--- src/rtl/rxr_pkg.sv ---
// Shared definitions for the receive descriptor ring engine: status bit
// positions inside the 16-bit descriptor status, register word indices
// and the engine state type.
package rxr_pkg;
    localparam int LEN_W    = 16;
    localparam int ST_FREE  = 15;
    localparam int ST_END   = 13;
    localparam int ST_LAST  = 11;
    localparam int ST_ERR   = 1;
    localparam int ST_TRUNC = 0;

    localparam logic [1:0] RA_BASE   = 2'd0;
    localparam logic [1:0] RA_MAXLEN = 2'd1;
    localparam logic [1:0] RA_EVENT  = 2'd2;
    localparam logic [1:0] RA_CMD    = 2'd3;

    typedef enum logic [2:0] {
        E_IDLE,
        E_CHK,
        E_PTR,
        E_RECV,
        E_WB,
        E_DROP
    } eng_state_t;
endpackage

--- src/rtl/rxr_regs.sv ---
// Register block: ring base, maximum buffer length, busy event (W1C) and
// halt flag with its clear command. Assumes one register write per cycle.
// A busy report from the engine wins over a clear in the same cycle.
module rxr_regs
    import rxr_pkg::*;
#(
    parameter int RST_MAXLEN = 1536
) (
    input  logic             clk,
    input  logic             rst_n,
    input  logic             reg_wr,
    input  logic [1:0]       reg_addr,
    input  logic [31:0]      reg_wdata,
    input  logic             busy_set,
    output logic [31:0]      reg_rdata,
    output logic [31:0]      ring_base,
    output logic [LEN_W-1:0] max_len,
    output logic             halted,
    output logic             evt_bsy,
    output logic             base_wr
);
    logic [31:0]      base_q;
    logic [LEN_W-1:0] maxlen_q;
    logic             bsy_q;
    logic             halt_q;

    assign base_wr = reg_wr && (reg_addr == RA_BASE);

    // Ring base register, kept aligned to a descriptor boundary.
    always_ff @(posedge clk) begin
        if (!rst_n)       base_q <= '0;
        else if (base_wr) base_q <= {reg_wdata[31:3], 3'b000};
    end

    // Maximum buffer length register.
    always_ff @(posedge clk) begin
        if (!rst_n)                                  maxlen_q <= LEN_W'(RST_MAXLEN);
        else if (reg_wr && reg_addr == RA_MAXLEN)    maxlen_q <= reg_wdata[LEN_W-1:0];
    end

    // Busy event: set by the engine, cleared by writing one.
    always_ff @(posedge clk) begin
        if (!rst_n)                                              bsy_q <= 1'b0;
        else if (busy_set)                                       bsy_q <= 1'b1;
        else if (reg_wr && reg_addr == RA_EVENT && reg_wdata[0]) bsy_q <= 1'b0;
    end

    // Halt flag: set by the engine, cleared only by the command write.
    always_ff @(posedge clk) begin
        if (!rst_n)                                            halt_q <= 1'b0;
        else if (busy_set)                                     halt_q <= 1'b1;
        else if (reg_wr && reg_addr == RA_CMD && reg_wdata[0]) halt_q <= 1'b0;
    end

    // Combinational read mux.
    always_comb begin
        case (reg_addr)
            RA_BASE:   reg_rdata = base_q;
            RA_MAXLEN: reg_rdata = 32'(maxlen_q);
            RA_EVENT:  reg_rdata = {31'b0, bsy_q};
            default:   reg_rdata = {31'b0, halt_q};
        endcase
    end

    assign ring_base = base_q;
    assign max_len   = maxlen_q;
    assign halted    = halt_q;
    assign evt_bsy   = bsy_q;
endmodule

--- src/rtl/rxr_ring_idx.sv ---
// Descriptor index keeper. It steps by one per completed descriptor and
// returns to zero after a ring-end descriptor or on a ring base write.
// The descriptor address is base + 8 * index.
module rxr_ring_idx #(
    parameter int IDX_W = 12
) (
    input  logic             clk,
    input  logic             rst_n,
    input  logic             base_wr,
    input  logic             advance,
    input  logic             wrap,
    input  logic [31:0]      ring_base,
    output logic [IDX_W-1:0] desc_idx,
    output logic [31:0]      desc_addr
);
    logic [IDX_W-1:0] idx_q;

    // Index update; a base write has priority over an advance.
    always_ff @(posedge clk) begin
        if (!rst_n)       idx_q <= '0;
        else if (base_wr) idx_q <= '0;
        else if (advance) idx_q <= wrap ? '0 : idx_q + 1'b1;
    end

    assign desc_idx  = idx_q;
    assign desc_addr = ring_base + {{(29-IDX_W){1'b0}}, idx_q, 3'b000};
endmodule

--- src/rtl/rxr_engine.sv ---
// Frame engine. At frame start it reads the current descriptor's status
// word and then its buffer pointer. It writes each accepted byte with a
// one-lane write, then writes status and length back. Assumptions:
// read data returns one cycle after the request, the port never stalls,
// and every frame begins with a start mark. The start byte waits
// (rx_ready low) during the two descriptor reads.
module rxr_engine
    import rxr_pkg::*;
(
    input  logic             clk,
    input  logic             rst_n,
    input  logic             rx_valid,
    output logic             rx_ready,
    input  logic [7:0]       rx_data,
    input  logic             rx_sof,
    input  logic             rx_eof,
    input  logic             rx_err,
    input  logic             halted,
    input  logic [LEN_W-1:0] max_len,
    input  logic [31:0]      desc_addr,
    output logic             busy_set,
    output logic             advance,
    output logic             wrap,
    output logic             mem_req,
    output logic             mem_we,
    output logic [31:0]      mem_addr,
    output logic [3:0]       mem_be,
    output logic [31:0]      mem_wdata,
    input  logic [31:0]      mem_rdata
);
    eng_state_t       state, nxt;
    logic [31:0]      dsc_q;
    logic [31:0]      ptr_q;
    logic [LEN_W-1:0] cnt_q;
    logic [LEN_W-1:0] lim_q;
    logic             end_q;
    logic             err_q;
    logic             trunc_q;
    logic             take;
    logic             fits;
    logic [31:0]      byte_addr;
    logic [15:0]      st_word;
    logic [15:0]      len_word;

    assign rx_ready  = (state == E_RECV) || (state == E_DROP);
    assign take      = rx_valid && rx_ready;
    assign fits      = cnt_q < lim_q;
    assign byte_addr = ptr_q + 32'(cnt_q);
    assign wrap      = end_q;

    // Status word assembled for the write-back.
    always_comb begin
        st_word           = '0;
        st_word[ST_END]   = end_q;
        st_word[ST_LAST]  = 1'b1;
        st_word[ST_ERR]   = err_q;
        st_word[ST_TRUNC] = trunc_q;
        len_word          = trunc_q ? lim_q : cnt_q;
    end

    // Next state and memory port drive.
    always_comb begin
        nxt       = state;
        mem_req   = 1'b0;
        mem_we    = 1'b0;
        mem_addr  = '0;
        mem_be    = '0;
        mem_wdata = '0;
        busy_set  = 1'b0;
        advance   = 1'b0;
        case (state)
            E_IDLE: begin
                if (rx_valid && rx_sof) begin
                    if (halted) begin
                        nxt = E_DROP;
                    end else begin
                        mem_req  = 1'b1;
                        mem_addr = desc_addr;
                        nxt      = E_CHK;
                    end
                end
            end
            E_CHK: begin
                if (mem_rdata[16+ST_FREE]) begin
                    mem_req  = 1'b1;
                    mem_addr = dsc_q + 32'd4;
                    nxt      = E_PTR;
                end else begin
                    busy_set = 1'b1;
                    nxt      = E_DROP;
                end
            end
            E_PTR: nxt = E_RECV;
            E_RECV: begin
                if (take) begin
                    if (fits) begin
                        mem_req   = 1'b1;
                        mem_we    = 1'b1;
                        mem_addr  = {byte_addr[31:2], 2'b00};
                        mem_be    = 4'b1000 >> byte_addr[1:0];
                        mem_wdata = {4{rx_data}};
                    end
                    if (rx_eof) nxt = E_WB;
                end
            end
            E_WB: begin
                mem_req   = 1'b1;
                mem_we    = 1'b1;
                mem_addr  = dsc_q;
                mem_be    = 4'hF;
                mem_wdata = {st_word, len_word};
                advance   = 1'b1;
                nxt       = E_IDLE;
            end
            E_DROP: if (take && rx_eof) nxt = E_IDLE;
            default: nxt = E_IDLE;
        endcase
    end

    // State register.
    always_ff @(posedge clk) begin
        if (!rst_n) state <= E_IDLE;
        else        state <= nxt;
    end

    // Per-frame descriptor fields captured during the fetch.
    always_ff @(posedge clk) begin
        if (!rst_n) begin
            dsc_q <= '0;
            ptr_q <= '0;
            lim_q <= '0;
            end_q <= 1'b0;
        end else begin
            if (state == E_IDLE && rx_valid && rx_sof && !halted) dsc_q <= desc_addr;
            if (state == E_CHK) begin
                end_q <= mem_rdata[16+ST_END];
                lim_q <= max_len;
            end
            if (state == E_PTR) ptr_q <= mem_rdata;
        end
    end

    // Byte count and error accumulation for the frame in progress.
    always_ff @(posedge clk) begin
        if (!rst_n) begin
            cnt_q   <= '0;
            err_q   <= 1'b0;
            trunc_q <= 1'b0;
        end else if (state == E_PTR) begin
            cnt_q   <= '0;
            err_q   <= 1'b0;
            trunc_q <= 1'b0;
        end else if (state == E_RECV && take) begin
            if (cnt_q != '1) cnt_q <= cnt_q + 1'b1;
            if (rx_err)      err_q <= 1'b1;
            if (!fits)       trunc_q <= 1'b1;
        end
    end
endmodule

--- src/rtl/rxr_desc_ring.sv ---
// Top of the receive descriptor ring engine. It ties together the
// register block, the descriptor index keeper and the frame engine.
// Memory and registers use one clock with synchronous active-low reset.
module rxr_desc_ring
    import rxr_pkg::*;
#(
    parameter int IDX_W      = 12,
    parameter int RST_MAXLEN = 1536
) (
    input  logic        clk,
    input  logic        rst_n,
    input  logic        rx_valid,
    output logic        rx_ready,
    input  logic [7:0]  rx_data,
    input  logic        rx_sof,
    input  logic        rx_eof,
    input  logic        rx_err,
    input  logic        reg_wr,
    input  logic [1:0]  reg_addr,
    input  logic [31:0] reg_wdata,
    output logic [31:0] reg_rdata,
    output logic        mem_req,
    output logic        mem_we,
    output logic [31:0] mem_addr,
    output logic [3:0]  mem_be,
    output logic [31:0] mem_wdata,
    input  logic [31:0] mem_rdata
);
    logic [31:0]      ring_base;
    logic [LEN_W-1:0] max_len;
    logic             halted;
    logic             evt_bsy;
    logic             base_wr;
    logic             busy_set;
    logic             advance;
    logic             wrap;
    logic [IDX_W-1:0] desc_idx;
    logic [31:0]      desc_addr;

    rxr_regs #(.RST_MAXLEN(RST_MAXLEN)) u_regs (
        .clk(clk), .rst_n(rst_n), .reg_wr(reg_wr), .reg_addr(reg_addr),
        .reg_wdata(reg_wdata), .busy_set(busy_set), .reg_rdata(reg_rdata),
        .ring_base(ring_base), .max_len(max_len), .halted(halted),
        .evt_bsy(evt_bsy), .base_wr(base_wr)
    );

    rxr_ring_idx #(.IDX_W(IDX_W)) u_idx (
        .clk(clk), .rst_n(rst_n), .base_wr(base_wr), .advance(advance),
        .wrap(wrap), .ring_base(ring_base), .desc_idx(desc_idx),
        .desc_addr(desc_addr)
    );

    rxr_engine u_eng (
        .clk(clk), .rst_n(rst_n), .rx_valid(rx_valid), .rx_ready(rx_ready),
        .rx_data(rx_data), .rx_sof(rx_sof), .rx_eof(rx_eof), .rx_err(rx_err),
        .halted(halted), .max_len(max_len), .desc_addr(desc_addr),
        .busy_set(busy_set), .advance(advance), .wrap(wrap),
        .mem_req(mem_req), .mem_we(mem_we), .mem_addr(mem_addr),
        .mem_be(mem_be), .mem_wdata(mem_wdata), .mem_rdata(mem_rdata)
    );
endmodule

--- config.mk ---
export PLATFORM = sky130hd
export DESIGN_NAME = rxr_desc_ring
export DESIGN_NICKNAME = d
export VERILOG_FILES = /design/src/rtl/rxr_pkg.sv /design/src/rtl/rxr_regs.sv /design/src/rtl/rxr_ring_idx.sv /design/src/rtl/rxr_engine.sv /design/src/rtl/rxr_desc_ring.sv
export SDC_FILE = /design/constraint.sdc
export NUM_CORES = 1
export LEC_CHECK = 0
export ABC_AREA = 1
export BUFFER_PORTS_ARGS = -buffer_cell sky130_fd_sc_hd__buf_2
export CORE_MARGIN = 1
export CORE_UTILIZATION = 38
export DETAILED_ROUTE_END_ITERATION = 8
export PLACE_DENSITY = 0.56
export SYNTH_ARGS = -nofsm -noshare
export SYNTH_HDL_FRONTEND = slang
export SYNTH_SLANG_ARGS = --single-unit
--- constraint.sdc ---
create_clock -name clk -period 2.15 [get_ports clk]
set_input_delay 0.3225 -clock clk [delete_from_list [all_inputs] [get_ports clk]]
set_output_delay 0.3225 -clock clk [all_outputs]
set_load 0.01 [all_outputs]
==> results by stage <==
Power and ir drop:
- Summed over all cells, the static leakage comes to 7.28 nW.
- The ratio of total power to cell area is 708 mW/mm2.
- VDD sags by at most 505 uV.
- The design draws 10.8 mW.

Cells and area:
- The post-route standard cell area excluding fillers is 0.0152 mm2.
- The ratio of cells with drive above 1 in the final layout is 0.344.
- The area taken by flip-flops and latches is 0.00323 mm2.
- From synthesis to final layout, the design area changed by 45.0%.
- Summing all multi-input logic gate instances after layout gives 0.00747 mm2.
- The net count of the finished layout is 2175.
- The layout has 2665 filler cells.
- The count of antenna diodes in the layout is 0.

Floorplanning:
- Measured along the y axis, the die boundary spans 168 um.
- The number of cell rows is 60.
- The boundary pin count is 184.
- The die footprint is 0.0283 mm2.
- The starting utilization of the core area is 0.388.
- The chip width is 168 um.
- The core region is 0.0270 mm2.

Global route:
- Entering global routing, the biggest net connects 72 pins.
- The number of global-route vias before repair is 11565.
- For this run the aggregate overflow at the end of global routing stands at 0.
- The overall fraction of global-route tracks in use is 0.281.
- The number of antenna violations at the first check in global routing came to 0.
- The wire length of the first global-routing pass is 62.1 mm.

CTS:
- Buffers inserted during clock tree synthesis total 17.
- In this run the number of H-tree levels came out at 4.
- TritonCTS built the clock tree.
- The clock sink total is 158.
- The buffer cell driving the clock tree root is clkbuf_16.
- Clock-pin slew was measured on the worst setup and hold paths at 0.08 ns.
- The clock reaches the later pin of the worst-skew pair after 0.44 ns.
- The buffer depth of the longest clock path is 2.

Drt:
- The iteration-0 DRC count of the detailed router is 836.
- The detailed router placed 12230 vias in this run.
- The ratio of routed vias to standard cells is 5.09.
- The routed wirelength normalized by instance count is 16.5 um.
- The total length of routed wires is 39.5 mm.
- The post-detailed-route DRC marker count is 0.
- Before antenna repair, the detailed router went through 7 iterations.
- The count of nets left with antenna violations once routing finished came out at 0.

Setup path:
- Data on the critical path arrives at its endpoint at 2.49 ns.
- Along the worst path, the maximum fanout reaches 5.
- For flop-to-flop paths, the worst setup slack is 0.24 ns.
- STA puts the critical path data required time at 1.83 ns.
- The setup path with the least slack is of type reg -> out.
- The source of the worst register-to-register timing path is u_eng.cnt_q[0].
- The endpoint identified for the worst register-to-register timing path is u_eng.cnt_q[11].
- The kind of start point of the critical path is a register.
- The number of cells on the worst reg-to-reg path is 10.
- The capturing element type of the critical path is a primary output.

Synth:
- The unique cell type count in the Yosys netlist is 46.
- The number of flops mapped to enable cells by yosys is 0.
- Of the synthesized area, sequential elements account for 0.302.
- The async set or reset register ratio after synthesis is 0.
- The number of cells produced by synthesis is 1719.
- The number of synthesized register bits is 158.
- The most used flip-flop cell after synthesis is dfxtp_1.
- The mean area per synthesized cell is 6.10 um2.
- The netlist area before placement is 0.0105 mm2.
- The Yosys warning count is 0.

STA:
- The routed design could run at a clock period as short as 2.82 ns.
- The number of hold violations in the final report is 0.
- The worst pin sits at a relative slew slack of 0.458.
- The final clock period utilization by the worst path is 1.31.
- Setup repair after global routing could not meet its margin everywhere.
- At the pin with the least slew margin, the transition time is 0.812 ns.
- The final max-slew violation count is 0.
- The count of endpoints failing setup in the final report is 68.
- The maximum frequency from static timing analysis is 355 MHz.
- The final setup slack of the worst path is -0.666 ns.
- Across the routed clock network, the largest skew measured is 0.0146 ns.

Run status:
- The flow ran to the end, but the final reports show violations.
- The final reports fail on negative setup slack.

Place:
- The post-DP HPWL is 30.1 mm.
- In this run the cell area measured after placement is 0.0129 mm2.
- Input and output buffers added on the ports amount to 181.
- The congestion estimate from routability-driven global placement came to 0.939.

Run:
- The number of maximum-capacitance violations is 0.

Worst hold path:
- The number of cells on the worst hold path is 3.
- The worst hold path class is in -> reg.
- In this run the most critical hold path is launched from reg_wdata[12].
- The end point of the worst hold path is u_regs.ring_base[12].
## placed cells by master (no fill, tap or decap), drive strengths merged
| master | Yosys | final |
|---|---|---|
| a21o | 1 | 1 |
| a22o | 2 | 2 |
| nor4 | 1 | 1 |
| conb | 1 | 2 |
| ha | 45 | 45 |
| nor2 | 207 | 207 |
| a31oi | 2 | 2 |
| xor2 | 11 | 11 |
| nor3b | 8 | 8 |
| xnor2 | 7 | 7 |
| o22ai | 1 | 1 |
| or2 | 11 | 11 |
| nand2 | 481 | 481 |
| clkbuf | 29 | 18 |
| a211oi | 2 | 2 |
| dfxtp | 158 | 158 |
| o21a | 1 | 1 |
| nand4 | 17 | 17 |
| and2 | 2 | 2 |
| nand3b | 3 | 3 |
| inv | 220 | 226 |
| a21oi | 133 | 133 |
| o311a | 1 | 1 |
| buf | 33 | 369 |
| clkinvlp | 0 | 1 |
| fa | 2 | 2 |
| nor3 | 29 | 29 |
| a31o | 1 | 1 |
| clkinv | 2 | 10 |
| nand3 | 141 | 141 |
| o21bai | 6 | 6 |
| and3 | 1 | 1 |
| o211ai | 10 | 10 |
| o21ai | 150 | 150 |
## synthesized netlist by cell type, types with 9 or more instances
cell      instances  area share
o21ai_1           9      0.0043
inv_1           208       0.074
inv_2            11      0.0039
nor3_1           23       0.011
o21ai_0         141       0.067
o211ai_1         10      0.0072
nor2_2           10      0.0060
a21oi_1         133       0.063
dfxtp_1         158        0.30
xor2_1           11      0.0092
nand3_1         139       0.066
nand4_1          17       0.010
clkbuf_1         29       0.010
ha_1             45       0.054
buf_2            23       0.011
nand2_1         479        0.17
buf_4             9      0.0064
nor2_1          196       0.070
## routing by layer
metal  GRT usage  part of all wire  vias to the layer above
met5           0                 0                        -
met4      0.0577             0.014                        0
met3      0.0376             0.043                       35
met2       0.482              0.48                      298
met1       0.376              0.46                     5697
li1            -                 -                     6200
## worst max-delay path, cell delays in order (launching register included)
cell	delay, ns
dfxtp_2	0.33
inv_1	0.06
ha_1	0.31
a21oi_1	0.17
o21ai_1	0.09
a21oi_2	0.21
nand3_4	0.18
buf_6	0.18
buf_16	0.14
o211ai_1	0.21
buf_2	0.17
## cell families after synthesis
family	count (synthesis)	share of synthesized area
adders and majority gates	47	0.0575
AOI/OAI and AO/OA	310	0.155
buffers and inverters	284	0.108
and+or+nand+nor	901	0.363
DFF	158	0.302
other	1	0.000357
xor gates and xnor gates	18	0.0150
## how the worst max path moves through the flow
stage	end	startpoint
4_1_cts	mem_addr[6]	u_eng.lim_q[5]
2_1_floorplan	mem_addr[24]	u_eng.cnt_q[0]
3_5_place_dp	mem_addr[29]	u_eng.cnt_q[2]
5_1_grt	mem_addr[6]	u_eng.lim_q[5]
6_report	mem_addr[6]	u_eng.lim_q[13]
3_3_place_gp	mem_addr[29]	u_eng.cnt_q[2]
## timing repair
item                                    4_1_cts  5_1_grt
endpoints found under the setup margin       68       69
hold buffers                                  0        0
pin swaps                                    62       32
gates resized for setup                     297       65
buffers inserted                              7        3
cloned                                        4        1
## per-stage QoR
step           hold slack [ns]  instances  setup TNS [ns]  setup slack (ns)  utilization
6_report                 0.111       2401          -37.15            -0.666        0.563
5_1_grt                  0.115       2401          -44.49            -0.761        0.563
4_1_cts                 0.0996       2398          -33.23            -0.608        0.554
3_5_place_dp             0.452       2356           -8.21            -0.284        0.477
3_3_place_gp             0.448       2356           -6.74            -0.279        0.477
2_1_floorplan            0.431       1720               0            0.0229            -
## cell type report
| cell class | instances | share of cell area |
|---|---|---|
| clock buffers | 17 | 0.0280 |
| clock inverters | 15 | 0.0123 |
| inverters | 222 | 0.0551 |
| multi-input cells | 1278 | 0.491 |
| flip-flops and latches | 158 | 0.212 |
| well taps | 341 | 0.0281 |
| repair buffers | 370 | 0.173 |
## power breakdown
group	internal, mW	total (mW)	switching [mW]
registers	3.35	3.74	0.386
logic	1.61	3.86	2.25
clock network	1.59	3.17	1.59
## registers in the layout, summed over array words and instances (netlist names)
register,flops
u_eng.cnt_q,16
u_eng.dsc_q,29
u_eng.err_q,1
u_eng.lim_q,16
u_eng.ptr_q,32
u_eng.state,3
u_eng.trunc_q,1
u_eng.wrap,1
u_idx.desc_idx,12
u_regs.evt_bsy,1
u_regs.halted,1
u_regs.max_len,16
u_regs.ring_base,29
(Power assumes the default switching activity.)
